`config.mk`:
```
export PLATFORM = sky130hd
export DESIGN_NAME = burst_ecc_codec
export DESIGN_NICKNAME = d
export VERILOG_FILES = /design/src/rtl/ilv_ecc_pkg.sv /design/src/rtl/ilv_half_enc.sv /design/src/rtl/ilv_half_dec.sv /design/src/rtl/ilv_lane_map.sv /design/src/rtl/burst_ecc_codec.sv
export SDC_FILE = /design/constraint.sdc
export NUM_CORES = 1
export LEC_CHECK = 0
export ABC_AREA = 0
export BUFFER_PORTS_ARGS = -buffer_cell sky130_fd_sc_hd__buf_2
export CAP_MARGIN = 20
export CORE_ASPECT_RATIO = 0.8
export CORE_MARGIN = 2
export CORE_UTILIZATION = 54
export CTS_CLUSTER_SIZE = 24
export DETAILED_ROUTE_END_ITERATION = 16
export PLACE_DENSITY = 0.82
export SYNTH_ARGS = -nofsm -noshare
export SYNTH_HDL_FRONTEND = slang
export SYNTH_HIERARCHICAL = 1
export SYNTH_SLANG_ARGS = --single-unit
export TNS_END_PERCENT = 20
```
`constraint.sdc`:
```
create_clock -name clk -period 0.8 [get_ports clk]
set_clock_uncertainty 0.2 [all_clocks]
set_input_delay 0.2 -clock clk [delete_from_list [all_inputs] [get_ports clk]]
set_output_delay 0.2 -clock clk [all_outputs]
set_load 0.005 [all_outputs]
```
`src/rtl/ilv_ecc_pkg.sv`:
```
`timescale 1ns/1ps
package ilv_ecc_pkg;

    localparam int HALF_DW = 8;
    localparam int CHK_W   = 5;
    localparam int CW_W    = HALF_DW + CHK_W;
    localparam int WAYS    = 2;
    localparam int DATA_W  = WAYS * HALF_DW;
    localparam int WORD_W  = WAYS * CW_W;
    localparam int NPAIR   = CW_W - 1;

    typedef logic [CHK_W-1:0]   syn_t;
    typedef logic [CW_W-1:0]    cw_t;
    typedef logic [HALF_DW-1:0] half_t;

    typedef struct packed {
        logic [WORD_W-1:0] enc;
        logic [DATA_W-1:0] data;
        logic [WAYS-1:0]   fixed;
        logic [WAYS-1:0]   bad;
    } codec_out_t;

    // Parity column per component position; singles and neighbour XORs are all distinct.
    function automatic syn_t hcol(input int p);
        syn_t c;
        case (p)
            0:       c = 5'd31;
            1:       c = 5'd5;
            2:       c = 5'd10;
            3:       c = 5'd13;
            4:       c = 5'd19;
            5:       c = 5'd14;
            6:       c = 5'd28;
            7:       c = 5'd21;
            8:       c = 5'd1;
            9:       c = 5'd2;
            10:      c = 5'd4;
            11:      c = 5'd8;
            12:      c = 5'd16;
            default: c = '0;
        endcase
        return c;
    endfunction

    function automatic syn_t cw_syndrome(input cw_t cw);
        syn_t s;
        s = '0;
        for (int p = 0; p < CW_W; p++) begin
            if (cw[p]) s = s ^ hcol(p);
        end
        return s;
    endfunction

    // Systematic data bits pulled straight out of an interleaved word.
    function automatic logic [DATA_W-1:0] word_data(input logic [WORD_W-1:0] w);
        logic [DATA_W-1:0] d;
        for (int h = 0; h < WAYS; h++) begin
            for (int k = 0; k < HALF_DW; k++) begin
                d[h*HALF_DW + k] = w[k*WAYS + h];
            end
        end
        return d;
    endfunction

endpackage

```
`src/rtl/ilv_half_enc.sv`:
```
`timescale 1ns/1ps
module ilv_half_enc import ilv_ecc_pkg::*; (
    input  half_t data_i,
    output cw_t   cw_o
);

    syn_t chk;

    // Check columns are unit vectors, so the check bits equal the data-only syndrome.
    always_comb begin
        chk  = cw_syndrome({{CHK_W{1'b0}}, data_i});
        cw_o = {chk, data_i};
    end

endmodule

```
`src/rtl/ilv_half_dec.sv`:
```
`timescale 1ns/1ps
module ilv_half_dec import ilv_ecc_pkg::*; (
    input  cw_t   cw_i,
    output half_t data_o,
    output logic  fixed_o,
    output logic  bad_o
);

    syn_t             syn;
    logic [CW_W-1:0]  hit_one;
    logic [NPAIR-1:0] hit_pair;
    cw_t              mask;

    assign syn = cw_syndrome(cw_i);

    for (genvar p = 0; p < CW_W; p++) begin : g_one
        assign hit_one[p] = (syn == hcol(p));
    end

    for (genvar p = 0; p < NPAIR; p++) begin : g_pair
        assign hit_pair[p] = (syn == (hcol(p) ^ hcol(p + 1)));
    end

    for (genvar p = 0; p < CW_W; p++) begin : g_mask
        if (p == 0) begin : g_lo
            assign mask[p] = hit_one[p] | hit_pair[p];
        end else if (p == CW_W - 1) begin : g_hi
            assign mask[p] = hit_one[p] | hit_pair[p-1];
        end else begin : g_mid
            assign mask[p] = hit_one[p] | hit_pair[p] | hit_pair[p-1];
        end
    end

    always_comb begin
        data_o  = cw_i[HALF_DW-1:0] ^ mask[HALF_DW-1:0];
        fixed_o = |mask;
        bad_o   = (|syn) & ~(|mask);
    end

    always_comb begin
        AST_ONE_MATCH: assert ($onehot0({hit_pair, hit_one}))
            else $error("more than one repair pattern matched");
        if (|mask) begin
            AST_RESYN_ZERO: assert (cw_syndrome(cw_i ^ mask) == '0)
                else $error("repaired codeword still has a syndrome");
        end
        AST_MASK_SPAN: assert ($countones(mask) <= 2)
            else $error("repair mask touches more than two bits");
        if (bad_o) begin
            AST_BAD_PASS: assert (data_o == cw_i[HALF_DW-1:0])
                else $error("uncorrectable half altered its data");
        end
    end

endmodule

```
`src/rtl/ilv_lane_map.sv`:
```
`timescale 1ns/1ps
module ilv_lane_map import ilv_ecc_pkg::*; (
    input  logic [WAYS-1:0][CW_W-1:0] cw_in,
    output logic [WORD_W-1:0]         word_out,
    input  logic [WORD_W-1:0]         word_in,
    output logic [WAYS-1:0][CW_W-1:0] cw_out
);

    for (genvar k = 0; k < CW_W; k++) begin : g_pos
        for (genvar w = 0; w < WAYS; w++) begin : g_way
            assign word_out[k*WAYS + w] = cw_in[w][k];
            assign cw_out[w][k]         = word_in[k*WAYS + w];
        end
    end

endmodule

```
`src/rtl/burst_ecc_codec.sv`:
```
`timescale 1ns/1ps
module burst_ecc_codec import ilv_ecc_pkg::*; #(
    parameter bit REG_OUT = 1'b1
) (
    input  logic              clk,
    input  logic              rst_n,
    input  logic [DATA_W-1:0] wr_data,
    output logic [WORD_W-1:0] enc_word,
    input  logic [WORD_W-1:0] rd_word,
    output logic [DATA_W-1:0] rd_data,
    output logic [WAYS-1:0]   half_fixed,
    output logic [WAYS-1:0]   half_bad
);

    logic [WAYS-1:0][CW_W-1:0] enc_cw;
    logic [WAYS-1:0][CW_W-1:0] dec_cw;
    logic [WORD_W-1:0]         enc_flat;
    logic [DATA_W-1:0]         dec_data;
    logic [WAYS-1:0]           dec_fixed;
    logic [WAYS-1:0]           dec_bad;
    codec_out_t                st_d;
    codec_out_t                st_q;

    for (genvar w = 0; w < WAYS; w++) begin : g_way
        ilv_half_enc u_enc (
            .data_i (wr_data[w*HALF_DW +: HALF_DW]),
            .cw_o   (enc_cw[w])
        );
        ilv_half_dec u_dec (
            .cw_i    (dec_cw[w]),
            .data_o  (dec_data[w*HALF_DW +: HALF_DW]),
            .fixed_o (dec_fixed[w]),
            .bad_o   (dec_bad[w])
        );
    end

    ilv_lane_map u_map (
        .cw_in    (enc_cw),
        .word_out (enc_flat),
        .word_in  (rd_word),
        .cw_out   (dec_cw)
    );

    always_comb begin
        st_d       = '0;
        st_d.enc   = enc_flat;
        st_d.data  = dec_data;
        st_d.fixed = dec_fixed;
        st_d.bad   = dec_bad;
    end

    always_ff @(posedge clk or negedge rst_n) begin
        if (!rst_n) st_q <= '0;
        else        st_q <= st_d;
    end

    if (REG_OUT) begin : g_reg
        assign enc_word   = st_q.enc;
        assign rd_data    = st_q.data;
        assign half_fixed = st_q.fixed;
        assign half_bad   = st_q.bad;

        logic [DATA_W-1:0] raw_data;
        logic              dec_any;
        assign raw_data = word_data(rd_word);
        assign dec_any  = |{dec_fixed, dec_bad};

        AST_ENC_SYSTEMATIC: assert property (@(posedge clk) disable iff (!rst_n)
            $past(rst_n) |-> (word_data(enc_word) == $past(wr_data)))
            else $error("stored word does not carry the written data");

        AST_CLEAN_PASS: assert property (@(posedge clk) disable iff (!rst_n)
            ($past(rst_n) && !$past(dec_any)) |-> (rd_data == $past(raw_data)))
            else $error("clean read did not appear one edge later");
    end else begin : g_comb
        assign enc_word   = st_d.enc;
        assign rd_data    = st_d.data;
        assign half_fixed = st_d.fixed;
        assign half_bad   = st_d.bad;
    end

endmodule

```
==> metrics.cfg, run 1 <==
[grt]
grt_start_max_net_pins=47
grt_pass1_wl_um=14700
grt_pass1_vias=2791
gr-usage-met3=0.0941
use_met1=0.354
grt_util_met2=0.483
top_usage_layer=met2
grt_usage=0.286
antenna_found_initial=0
grt.overflow.total=0

[timing]
layout_setup_ws_ns=-1.15
setup_viol=72
worstMarginPinSlew_ns=0.538
maxSlewHeadroom=0.640
period_share=2.44
rsz0062_at_grt=true
hold_violations=64
max_freq_ghz=0.512
fin_crit_ns=1.95
hold_ws_ns=-0.340
final_max_slew_viol_count=0

[placement]
dp.cells=446
hpwl_um=5370
dp_slack_ns=-1.39
placed_area_mm2=0.00412
gp_congestion=0.867
portBuffers=89

[die]
design.die.area_mm2=0.00689
die_w_um=92.3
ios=90
start_util=0.564
coreArea_mm2=0.00597
rows=25
die_height_um=74.7

[drt]
routed_wl_um=11100
drt_first_pass_iters=5
drt_iter0_drc=289
vias=2820
avgViaCountPerCell=5.72
ant_nets=0
drc=0
wl_per_cell_um=22.6

[clock_tree]
clock-sinks=46
cts_tree=built
clock_path_buffers=2
cts_max_level=2
numCtsBuffers=5
clk_pin_slew_ns=0.10
clockRootBuffer=clkbuf_8

[logic_synthesis]
synthesis.area_mm2=0.00337
ys.flop_type=dfrtp_1
avgSynthCellArea_um2=11.9
syn_inst=284
synth.distinct_cells=34
seq_area_frac_synth=0.341
yosysWarnings=6
synth_edf_count=0
synth_seq_cells=46
syn-num-nets=328
synthArstFlopShare=1.00

[layout]
drive_gt1_frac=0.709
num-nets-final=455
n_antenna_cell=0
area_growth_pct=51.5
nFillCells=266
final_cells=493
final_common_cell=buf_4
final_area_mm2=0.00511
layout_common_cells=buf_4, buf_2, dfrtp_1

[critical_path]
crit_fanout=6
critPathLaunchType=input port
path_class=in -> reg
crit_arrival_ns=1.99
endpoint_kind=register
crit_required_ns=0.84

[worst_hold_path]
hold_path.class=in -> async

[flow_run]
maxCapViolCount=0

[power_and_ir_drop]
vdd_drop_max_v=0.00137
p_per_area_mw_per_mm2=2320
leakagePower_nw=2.48
total_power_mw=11.9

[outcome]
violations=negative hold slack, negative setup slack
status=complete, but fails checks

[cell type report]
type	count	area, um2	area share
Timing Repair Buffer	192	1400	0.275
Inverter	4	15.0	0.00294
Clock buffer	6	72.6	0.0142
Multi-Input combinational cell	162	2320	0.455
Sequential cell	46	1150	0.225
Clock inverter	2	37.5	0.00735
Tap cell	81	101	0.0198
[Yosys cell counts (6+ instances only)]
master | number | area share
xor2_1 | 16 | 0.042
nor3_1 | 16 | 0.024
nor4_1 | 8 | 0.015
xnor3_1 | 6 | 0.040
buf_4 | 68 | 0.15
nand2_1 | 8 | 0.0089
xnor2_1 | 34 | 0.088
dfrtp_1 | 46 | 0.34
xnor3_2 | 8 | 0.056
nand4_1 | 8 | 0.015
[power breakdown]
group	internal, mW	total [mW]	switching, mW
logic	3.55	7.09	3.53
clock network	0.934	1.83	0.898
registers	2.77	2.94	0.162
total	7.26	11.9	4.59
[sequential cells by signal (all words and copies together) (netlist names)]
| name | cells |
|---|---|
| half_fixed | 2 |
| enc_word | 26 |
| rd_data | 16 |
| half_bad | 2 |
[per-layer routing]
layer	wire length, um	vias to the layer above
li1	-	1176
met1	4050	1382
met2	5560	209
met3	1010	53
met4	499	0
met5	0	-
[stage by stage]
step / TNS [ns] / utilization
after floorplan: -26.31 / -
after global placement: -31.81 / 0.689
after detailed placement: -32.77 / 0.689
after CTS: -37.39 / 0.809
after global routing: -41.96 / 0.855
final: -40.09 / 0.855
[final timing paths]
check                            start               endpoint  slack (ns)  cells past startpoint
hold / removal                   rst_n  rd_data[15]$_DFF_PN0_       -0.34                      2
setup / recovery           rd_word[24]   rd_data[1]$_DFF_PN0_       -1.15                      6
min in group clk           wr_data[10]  enc_word[5]$_DFF_PN0_       -0.19                      1
max in group asynchronous        rst_n  rd_data[12]$_DFF_PN0_        0.50                      2
[cell families (layout without fill, tap and decap cells)]
kind of cell | count (synthesis) | in the layout | synth area share
multiplexers | 2 | 2 | 0.00594
AO/OA/AOI/OAI | 32 | 32 | 0.0802
XOR/XNOR | 80 | 82 | 0.330
flip-flops | 46 | 46 | 0.341
AND/OR/NAND/NOR | 46 | 46 | 0.0705
buffers and inverters | 78 | 204 | 0.172
[critical path, cell delays in order]
cell	delay, ns
buf_2	0.10
xor3_2	0.55
xnor2_4	0.35
nand2_2	0.16
o41ai_2	0.42
xor2_1	0.21
[timing repair]
item / 4_1_cts / 5_1_grt
cloned: 2 / 0
gates resized for setup: 79 / 27
hold endpoints to repair: 64 / 64
pin swaps: 39 / 8
setup endpoints to repair: 72 / 73
setup buffers: 21 / 16
Power figures use the tool's default switching activity.
==> run 2: changes to the inputs <==
ABC_AREA = 1   (was 0)
CORE_UTILIZATION = 55   (was 54)
PLACE_DENSITY = 0.87   (was 0.82)
==> metrics.cfg, run 2 <==
[grt]
grt.overflow.total=0
grt_pass1_vias=3438
grt_usage=0.234
antenna_found_initial=0
grt_pass1_wl_um=14900
grt_start_max_net_pins=47

[layout]
area_growth_pct=34.8
n_antenna_cell=0
layout_common_cells=nand2_1, nand2_2, buf_2
num-nets-final=671
final_cells=715
largest_reg_flops=26
drive_gt1_frac=0.538
nFillCells=461
final_area_mm2=0.00510
final_core_util=0.755
final_common_cell=nand2_1

[clock_tree]
clk_pin_slew_ns=0.08
clockRootBuffer=clkbuf_8
clock-sinks=46
cts_max_level=2
cts_tree=built
clock_path_buffers=2
numCtsBuffers=5

[logic_synthesis]
syn_inst=552
yosysWarnings=6
avgSynthCellArea_um2=6.85
synth_area_leader_cell=dfrtp_1
synth_edf_count=0
seq_area_frac_synth=0.304
netlist_top_cells_area=dfrtp_1, nand2_1, buf_4, nand3_1, xor2_1
synth.distinct_cells=19
synthArstFlopShare=1.00
syn-num-nets=596
yosysTopAreaCellShare=0.304
ys.flop_type=dfrtp_1
synth_seq_cells=46
synth.most_common_cell=nand2_1
synth.top_cells.by_count=nand2_1, buf_4, nand3_1
synthesis.area_mm2=0.00378

[power_and_ir_drop]
p_sw_mw=2.97
swShare=0.368
p_per_area_mw_per_mm2=1580
internal-power_mw=5.09
leakagePower_nw=2.80
clkPwrFrac=0.203
vdd_drop_max_v=0.000843
combPwrFrac=0.455
total_power_mw=8.06
p_seq_frac=0.342

[die]
ios=90
die_height_um=78.2
design.die.area_mm2=0.00756
start_util=0.560
rows=27
die_w_um=96.7
coreArea_mm2=0.00676

[timing]
rsz0062_at_grt=true
max_freq_ghz=0.602
final_max_slew_viol_count=0
fin_crit_ns=1.66
hold_ws_ns=-0.323
period_share=2.08
worstMarginPinSlew_ns=0.331
maxSlewHeadroom=0.777
layout_setup_ws_ns=-0.861
setup_viol=68
hold_violations=62

[placement]
gp_congestion=0.902
portBuffers=89
placed_area_mm2=0.00411
dp.cells=693
hpwl_um=6400

[critical_path]
crit_start=rd_word[12]
crit_fanout=6
crit_required_ns=0.77
critPathLaunchType=input port
crit_arrival_ns=1.63
path_class=in -> reg
endpoint_kind=register

[worst_hold_path]
hold_path.class=in -> async

[drt]
drt_first_pass_iters=4
drt_iter0_drc=241
drc=0
routed_wl_um=10100
ant_nets=0
vias=3716
wl_per_cell_um=14.1
avgViaCountPerCell=5.20

[flow_run]
maxCapViolCount=0

[outcome]
status=complete, but fails checks
violations=negative hold slack, negative setup slack

[run 2: cell count changes after synthesis, sizes merged, moves of 8 or more]
| cell | previous run | this run |
|---|---|---|
| inv | 4 | 54 |
| nand2 | 8 | 234 |
| nand3 | 4 | 58 |
| nand3b | 0 | 8 |
| nor2 | 2 | 34 |
| nor3 | 16 | 0 |
| o21ai | 8 | 0 |
| xnor2 | 38 | 6 |
| xnor3 | 18 | 0 |
[run 2: logic make-up after synthesis]
group | after synthesis | share of synthesized area
and+or+nand+nor | 344 | 0.423
xor gates and xnor gates | 30 | 0.0694
AOI/OAI and AO/OA | 2 | 0.00265
buffers and inverters | 130 | 0.201
DFF | 46 | 0.304
[run 2: layout make-up]
cell class,count,area (um2),share of cell area
clock buffers,7,76.3,0.0150
clock inverters,1,30.0,0.00589
inverters,56,285,0.0560
multi-input cells,377,2440,0.479
flip-flops and latches,46,1150,0.226
well taps,87,109,0.0213
repair buffers,141,1000,0.197
[run 2: power by group through the flow]
stage / clock [mW] / combinational (mW) / sequential, mW
global placement: 0 / 2.69 / 2.80
finish: 1.64 / 3.67 / 2.76
floorplan: 0 / 2.00 / 2.87
CTS: 1.67 / 3.26 / 2.77
detailed placement: 0 / 2.77 / 2.81
global route: 1.78 / 3.96 / 2.79
[run 2: critical path: stages]
cell and delay [ns]:
buf_8 0.11, inv_4 0.06, nand2_1 0.06, nand2_2 0.10
nand2_4 0.06, nand2_4 0.10, nand2_4 0.08, inv_2 0.07
nor2_4 0.05, nor2_4 0.22, nand3_2 0.14, nand2_1 0.11
nor2_1 0.07, nand2_1 0.07, nor2_2 0.04, nand2_2 0.06
nor2_2 0.03
[run 2: per-layer routing]
layer  GRT usage  share of wire
met5           0              0
met3      0.0329          0.056
met2       0.419           0.51
met1       0.291           0.40
met4      0.0859          0.031
[run 2: what timing repair did]
item,CTS,global route
buffers inserted,10,3
resized for setup,151,80
endpoints found under the hold margin,64,63
pin swaps,80,48
endpoints found under the setup margin,71,74
gates cloned,1,0
[run 2: final timing paths]
check	slack, ns	to
max	-0.86	half_bad[0]$_DFF_PN0_
min	-0.32	rd_data[10]$_DFF_PN0_
min in group clk	-0.14	enc_word[3]$_DFF_PN0_
max in group asynchronous	0.52	rd_data[2]$_DFF_PN0_
[run 2: metrics by stage]
step / worst slack [ns] / hold slack (ns) / setup TNS, ns
3_3_place_gp: -1.08 / -0.00803 / -25.19
5_1_grt: -0.940 / -0.309 / -34.80
4_1_cts: -0.708 / -0.316 / -30.33
6_report: -0.861 / -0.323 / -31.76
3_5_place_dp: -1.14 / -0.00290 / -26.53
2_1_floorplan: -1.01 / -0.296 / -19.79
